===== src/rtl/gpio_port8.sv =====
module gpio_port8 #(
  parameter logic [31:0] UNLOCK_KEY = 32'h0ACC_E551
) (
  input  logic        clk,
  input  logic        rst_n,
  input  logic [11:0] addr,
  input  logic        wr_en,
  input  logic [31:0] wr_data,
  output logic [31:0] rd_data,
  input  logic [7:0]  pin_in,
  output logic [7:0]  pin_out,
  output logic [7:0]  pin_oe,
  output logic        irq
);
  localparam int NPIN = 8;

  logic [11:0] wa;
  logic [7:0]  data_q, dir_q, sense_q, both_q, evt_q, ena_q, raw_q, alt_q, commit_q;
  logic [7:0]  pad_q [8];
  logic [7:0]  s1_q, s2_q, s3_q, det, dmask, clr;
  logic        locked_q;
  logic        data_wr;

  assign wa      = {addr[11:2], 2'b00};
  assign data_wr = wr_en && (wa < 12'h400);
  assign dmask   = data_wr ? (addr[9:2] & dir_q) : 8'h00;
  assign clr     = (wr_en && wa == 12'h41C) ? wr_data[7:0] : 8'h00;

  always_comb begin
    for (int i = 0; i < NPIN; i++) begin
      if (sense_q[i])     det[i] = ~(s2_q[i] ^ evt_q[i]);
      else if (both_q[i]) det[i] = s2_q[i] ^ s3_q[i];
      else if (evt_q[i])  det[i] = s2_q[i] & ~s3_q[i];
      else                det[i] = ~s2_q[i] & s3_q[i];
    end
  end

  always_ff @(posedge clk or negedge rst_n) begin
    if (!rst_n) begin
      {s1_q, s2_q, s3_q} <= '0;
      data_q <= '0;
      raw_q  <= '0;
    end else begin
      s1_q   <= pin_in;
      s2_q   <= s1_q;
      s3_q   <= s2_q;
      data_q <= (dir_q & ((data_q & ~dmask) | (wr_data[7:0] & dmask))) | (~dir_q & s2_q);
      raw_q  <= (raw_q & ~clr) | det;
    end
  end

  always_ff @(posedge clk or negedge rst_n) begin
    if (!rst_n) begin
      dir_q <= '0; sense_q <= '0; both_q <= '0; evt_q <= '0; ena_q <= '0;
      alt_q <= '0; commit_q <= 8'hFF; locked_q <= 1'b1;
      for (int i = 0; i < 8; i++) pad_q[i] <= '0;
    end else if (wr_en) begin
      case (wa)
        12'h400: dir_q   <= wr_data[7:0];
        12'h404: sense_q <= wr_data[7:0];
        12'h408: both_q  <= wr_data[7:0];
        12'h40C: evt_q   <= wr_data[7:0];
        12'h410: ena_q   <= wr_data[7:0];
        12'h420: alt_q   <= (alt_q & ~commit_q) | (wr_data[7:0] & commit_q);
        12'h520: locked_q <= (wr_data != UNLOCK_KEY);
        12'h524: if (!locked_q) commit_q <= wr_data[7:0];
        default: if (wa[11:5] == 7'h28) pad_q[wa[4:2]] <= wr_data[7:0];
      endcase
    end
  end

  function automatic logic [7:0] id_byte(input logic [3:0] k);
    case (k)
      4'd4:  return 8'h61;
      4'd6:  return 8'h18;
      4'd7:  return 8'h01;
      4'd8:  return 8'h0D;
      4'd9:  return 8'hF0;
      4'd10: return 8'h05;
      4'd11: return 8'hB1;
      default: return 8'h00;
    endcase
  endfunction

  logic [11:0] id_off;
  assign id_off = wa - 12'hFD0;

  always_comb begin
    rd_data = '0;
    if (wa < 12'h400) rd_data[7:0] = data_q & addr[9:2];
    else if (wa >= 12'hFD0) rd_data[7:0] = id_byte(id_off[5:2]);
    else if (wa[11:5] == 7'h28) rd_data[7:0] = pad_q[wa[4:2]];
    else begin
      case (wa)
        12'h400: rd_data[7:0] = dir_q;
        12'h404: rd_data[7:0] = sense_q;
        12'h408: rd_data[7:0] = both_q;
        12'h40C: rd_data[7:0] = evt_q;
        12'h410: rd_data[7:0] = ena_q;
        12'h414: rd_data[7:0] = raw_q;
        12'h418: rd_data[7:0] = raw_q & ena_q;
        12'h420: rd_data[7:0] = alt_q;
        12'h520: rd_data[0]   = locked_q;
        12'h524: rd_data[7:0] = commit_q;
        default: rd_data = '0;
      endcase
    end
  end

  assign pin_out = data_q & dir_q;
  assign pin_oe  = dir_q;
  assign irq     = |(raw_q & ena_q);

  p_out_bits_masked_r2: assert property (@(posedge clk) disable iff (!rst_n)
    1'b1 |=> (((data_q ^ $past(data_q)) & $past(dir_q) & ~($past(addr[9:2]) & {8{$past(data_wr)}})) == 8'h00));

  p_commit_frozen_r6: assert property (@(posedge clk) disable iff (!rst_n)
    locked_q |=> $stable(commit_q));

  p_alt_gated_r7: assert property (@(posedge clk) disable iff (!rst_n)
    1'b1 |=> (((alt_q ^ $past(alt_q)) & ~$past(commit_q)) == 8'h00));

  p_clear_takes_r8: assert property (@(posedge clk) disable iff (!rst_n)
    (wr_en && wa == 12'h41C) |=> ((raw_q & $past(wr_data[7:0]) & ~$past(det)) == 8'h00));

  p_irq_follows_r9: assert property (@(posedge clk) disable iff (!rst_n)
    irq |-> (rd_data[7:0] != 8'h00 || wa != 12'h418));
endmodule


===== config.mk =====
export PLATFORM = sky130hd
export DESIGN_NAME = gpio_port8
export DESIGN_NICKNAME = d
export VERILOG_FILES = /design/src/rtl/gpio_port8.sv
export SDC_FILE = /design/constraint.sdc
export NUM_CORES = 1
export LEC_CHECK = 0
export ABC_CLOCK_PERIOD_IN_PS = 2600
export BUFFER_PORTS_ARGS = -buffer_cell sky130_fd_sc_hd__buf_2
export CAP_MARGIN = 20
export CORE_UTILIZATION = 60
export DETAILED_ROUTE_END_ITERATION = 6
export PLACE_DENSITY_LB_ADDON = 0.15
export RECOVER_POWER = 100
export SLEW_MARGIN = 30
export SYNTH_ARGS = -nofsm -noshare
export SYNTH_HDL_FRONTEND = slang
export SYNTH_SLANG_ARGS = --single-unit

===== constraint.sdc =====
create_clock -name clk -period 2.6 [get_ports clk]
set_clock_uncertainty 0.05 [all_clocks]
set_input_delay 0 -clock clk [delete_from_list [all_inputs] [get_ports clk]]
set_output_delay 0 -clock clk [all_outputs]
set_load 0.01 [all_outputs]

# --- Yosys cells after proc, flatten, opt, wreduce, memory -nomap -nowiden ---
# Index checks and enable logic that the tools add are counted.
word_totals:
  ff_bits: 161
  in_bits: 55
  out_inout_bits: 49
  wordCells: 176
classes:
  add_sub_neg: 1
  n_lt_le_gt_ge: 4
  eq_ne: 20
  mux: 38
  n_bitwise: 78
  reduce_logical: 14
op_table:
  columns: ["operator", "n"]
  rows:
  - ["$eq 10x9->1 const B", 11]
  - ["$and 8x8->8", 11]
  - ["$bwmux 64", 1]
  - ["$mux 8", 8]
  - ["$pmux 7 s9", 1]
  - ["$pmux 8 s7", 1]
  - ["$ne 32x28->1 const B", 1]
  - ["$not 8->8", 4]
  - ["$or 8x8->8", 4]
  - ["$not 1->1", 26]
  - ["$bmux 8 s3", 1]
  - ["$demux 8 s3", 1]
  - ["$mux 1", 24]
  - ["$and 1x1->1", 16]
  - ["$eq 4x4->1 const B", 4]
  - ["$reduce_or 8->1", 2]
  - ["$xor 1x1->1", 16]
  - ["$reduce_and 2->1", 7]
  - ["$eq 4x3->1 const B", 3]
  - ["$ge 12x12->1 const B", 1]
  - ["$lt 12x11->1 const B", 1]
  - ["$pmux 1 s10", 1]
  - ["$eq 7x6->1 const B", 1]
  - ["$reduce_and 3->1", 2]
  - ["5 further kinds", 7]

# --- Longest topological paths before layout ---
depth:
  depth_word: 8
  mapped_depth: 9
  ltp_nobuf: 6

# --- Least setup slack after synthesis ---
# Ideal clock, no wire load.
synth_timing:
  kind: "input port to flip-flop"
  start: "input addr[11]"
  end: "register pad_q[32] (netlist bit)"
  setup_ps: 125
  t_arrival_ps: 1547
  t_required_ps: 2425
  path_slack_ps: 878
  stages: 7
  n_path_buf: 2
  path_cell_list: "buf_2 nor3b_4 nand2_4 nor3b_4 nor2b_1 buf_4 mux2_2"
synth_between:
  elab_chain_cells: 4
  elab_cells_between_ends: 12
  cone_classes: "9 x eq/ne; 1 x bitwise; 2 x reduce/logical"
synth_rtl:
  columns: ["element", "line", "source"]
  rows:
  - ["start: declaration", "6", "input logic [11:0] addr,"]
  - ["$eq 10x9->1", "58", "case (wa)"]
  - ["$reduce_or 8->1 (no source line)", null, null]
  - ["$not 1->1 (no source line)", null, null]
  - ["$reduce_and 3->1 (no source line) (*)", null, null]
  - ["end signal: indexed assignment", "67", "default: if (wa[11:5] == 7'h28) pad_q[wa[4:2]] <= wr_data[7:0];"]
  - ["end: declaration", "19", "logic [7:0] pad_q [8];"]
# Mark *: on every way between the ends. The rest lies on a longest branch, timed or not.
# A chain may end at the register's enable or synchronous reset.

# --- Final worst setup path ---
layout_timing:
  start: "input addr[8]"
  end: "output rd_data[0]"
layout_between:
  elab_chain_cells: 5
  elab_cells_between_ends: 17
  cone_classes: "2 x order compare; 11 x eq/ne; 4 x mux"
layout_rtl:
  columns: ["element", "line", "source"]
  rows:
  - ["$eq 10x9->1", "94", "case (wa)"]
  - ["$pmux 1 s10", "94", null]
  - ["$mux 8", "92", "else if (wa[11:5] == 7'h28) rd_data[7:0] = pad_q[wa[4:2]];"]
  - ["$mux 8", "91", "else if (wa >= 12'hFD0) rd_data[7:0] = id_byte(id_off[5:2]);"]
  - ["$mux 8 (*)", "90", "if (wa < 12'h400) rd_data[7:0] = data_q & addr[9:2];"]
  - ["end: declaration", "9", "output logic [31:0] rd_data,"]
# Marks and branches as above.

==> results.ini <==
[global_route]
antenna_found_initial=1
grt_pass1_wl_um=33900
grt_use_total=0.3146
grt_pass1_vias=6253
grt_overflow=0
grt_max_degree=67

[placement]
dpl_cell_area_um2=8984
dpl.cell_count=932
place.gp.congestion=0.9378
port_buffers=77
dp_hpwl_um=14210

[worst_setup_path]
path_class=in -> out
r2r_slack_ps=950
worstReg2RegEnd=raw_q[1]
r2r_cells=6
critPathMaxStageDelay_ps=400
crit_path_end_kind=output port
crit_slowest_cell=nor4_1
crit_start=addr[8]
arrival_ps=2290
crit_fanout=11
crit_chain=buf_2, nor4b_1, clkbuf_1, and4_1, buf_4, a211o_1, nor4_1, a31oi_1, clkbuf_1
timing.rr.start=s2_q[1]
crit_path_start_kind=input pin
cp_common_cell=clkbuf_1
crit_required_ps=2550

[worst_hold_path]
hold_depth=3
worstHoldEndpoint=raw_q[7]
min-delay-start=wr_data[7]
hold_path.class=in -> reg

[sta]
setup_tns_ps=0
finalCritPeriodShare=0.8991
setup_viol=0
slew_violations=58
rsz0062_at_grt=no
max_slew_margin=-0.02284
min_period_ps=2338
finalHoldViolations=0
fmax_mhz=427.8
worstMarginPinSlew_ps=1534

[final_layout]
final_cell_mix=dfrtp_1, mux2_2, buf_2
syn_to_final_growth_pct=13.65
nNetsFinal=861
stdcell_count=980
final_cell_area_um2=9562
final_common_cell=dfrtp_1
drive_above_1_share=0.3163

[yosys]
ys_warn_count=0
synthCells=693
async_flop_share=1.000
yosysSeqAreaShare=0.4802
ys_types=72
synth_edf_count=0
synth.area.top_cells=dfrtp_1, mux2_2, mux4_2, dfstp_2, buf_4
syn_area_per_cell_um2=12.14
synth_area_um2=8413
yosysTopAreaCell=dfrtp_1
synth_ff_type=dfrtp_1
synth-seq-cells=161
synthDominantCellAreaShare=0.4521

[route]
dr.first_iter.drc_count=510
avgRoutedWirePerCell_um=21.89
wl_um=21450
vias=6279
post-route-drc-count=0
first_pass_iters=5
viasPerCell=6.407
ant_nets=0

[clocking]
htree_levels=4
numClockSinks=161
cts_buffer_depth=2
cts_tree=done
clockRootBuffer=clkbuf_16
clk_pin_slew_ps=60
cts_buffers=17
insertion_delay_ps=420

[outcome]
outcome=finished, violations left
violations=capacitance limit, slew limit

[die]
ioPinCount=104
die_area_um2=14500
core_um2=13450
start_util=0.6254
die_w_um=120.4
die_y_um=120.4
rows=42

[job]
cap_viol_max_count=1

[power_and_ir_drop]
power_mw=5.394
ir_worst_vdd_mv=0.4469
p_leak_nw=4.486
powerDensity_nw_per_um2=564.2

-- cells in the mapped netlist (all sizes together) (2+ instances only) --
library cell	n
nand3	23
o2bb2ai	3
o211ai	2
nor4bb	5
mux2i	19
nand4	9
a32oi	3
a22o	4
nor3b	8
xnor2	10
a221o	9
buf	44
and2	10
and3b	3
ha	16
o21ai	8
nor2b	11
nand2	42
mux4	17
a41oi	2
nor4	5
dfrtp	152
a31oi	5
a221oi	2
o22ai	3
nand3b	2
nor3	6
dfstp	9
nor2	22
nor4b	2
inv	19
and3	6
clkbuf	21
a22oi	9
nand2b	2
a21oi	23
a211oi	18
mux2	121
-- logic make-up after synthesis --
family	after synthesis	synth area share
compound gates	103	0.08805
xor+xnor	10	0.01041
fa+ha+maj	16	0.02380
buf+inv	84	0.05160
flops	161	0.4802
mux	157	0.2301
other cells	1	0.0004457
simple gates	161	0.1154
-- metal layers --
metal | global-route usage | share of wire | vias up | routed length [um]
met5 | 0 | 0 | - | 0
met4 | 0.1597 | 0.043 | 0 | 923
met3 | 0.06887 | 0.080 | 68 | 1720
met2 | 0.4892 | 0.47 | 335 | 10040
met1 | 0.4176 | 0.41 | 3163 | 8766
li1 | - | - | 2713 | -
-- final cells by class --
cell class                 count  area, um2
sequential                   161       4040
multi-input combinational    471       3970
fill                        1010       3891
timing repair buffer         120      710.7
clock buffer                  26      489.2
tap                          176      220.2
inverter                      19      71.32
clock inverter                 6      57.56
antenna                        1      2.502
-- worst max path at each step --
stage,to,slack (ps),cells past startpoint
after floorplan,pad_q[32],880,7
after global placement,ena_q[0],530,5
after detailed placement,rd_data[0],450,7
after CTS,rd_data[0],320,5
after global routing,rd_data[0],150,9
final,rd_data[0],260,9
-- state kept, by name, indices dropped and copies added, names as in the netlist, named ones only --
| signal | flops |
|---|---|
| s3_q | 8 |
| locked_q | 1 |
| raw_q | 8 |
| both_q | 8 |
| pad_q | 64 |
| sense_q | 8 |
| s2_q | 8 |
| pin_oe | 8 |
| evt_q | 8 |
| ena_q | 8 |
| commit_q | 8 |
| s1_q | 8 |
-- what timing repair did --
action	in CTS	in global routing
hold endpoints to repair	77	0
setup buffers	0	0
resized for setup	0	0
hold buffers	15	0
-- critical path: cells and delay by family --
family          cells  cell delay (ps)
simple gates        3              960
buf+inv             4              850
compound gates      2              480
-- metrics by stage --
stage                     setup slack, ps  utilization  hold WS [ps]
after floorplan                     877.8            -        -345.6
after global placement              528.2       0.6678        -40.30
after detailed placement            449.2       0.6678        -35.80
after CTS                           320.2       0.7196        0.4318
after global routing                145.1       0.7106         30.29
final                               262.2       0.7108         7.186
-- report_power, final --
group | internal [mW] | switching, mW | total (mW)
sequential | 2.56 | 0.0425 | 2.60
clock | 1.39 | 0.954 | 2.34
combinational | 0.170 | 0.280 | 0.450
total | 4.12 | 1.28 | 5.39
(Power assumes the default switching activity.)
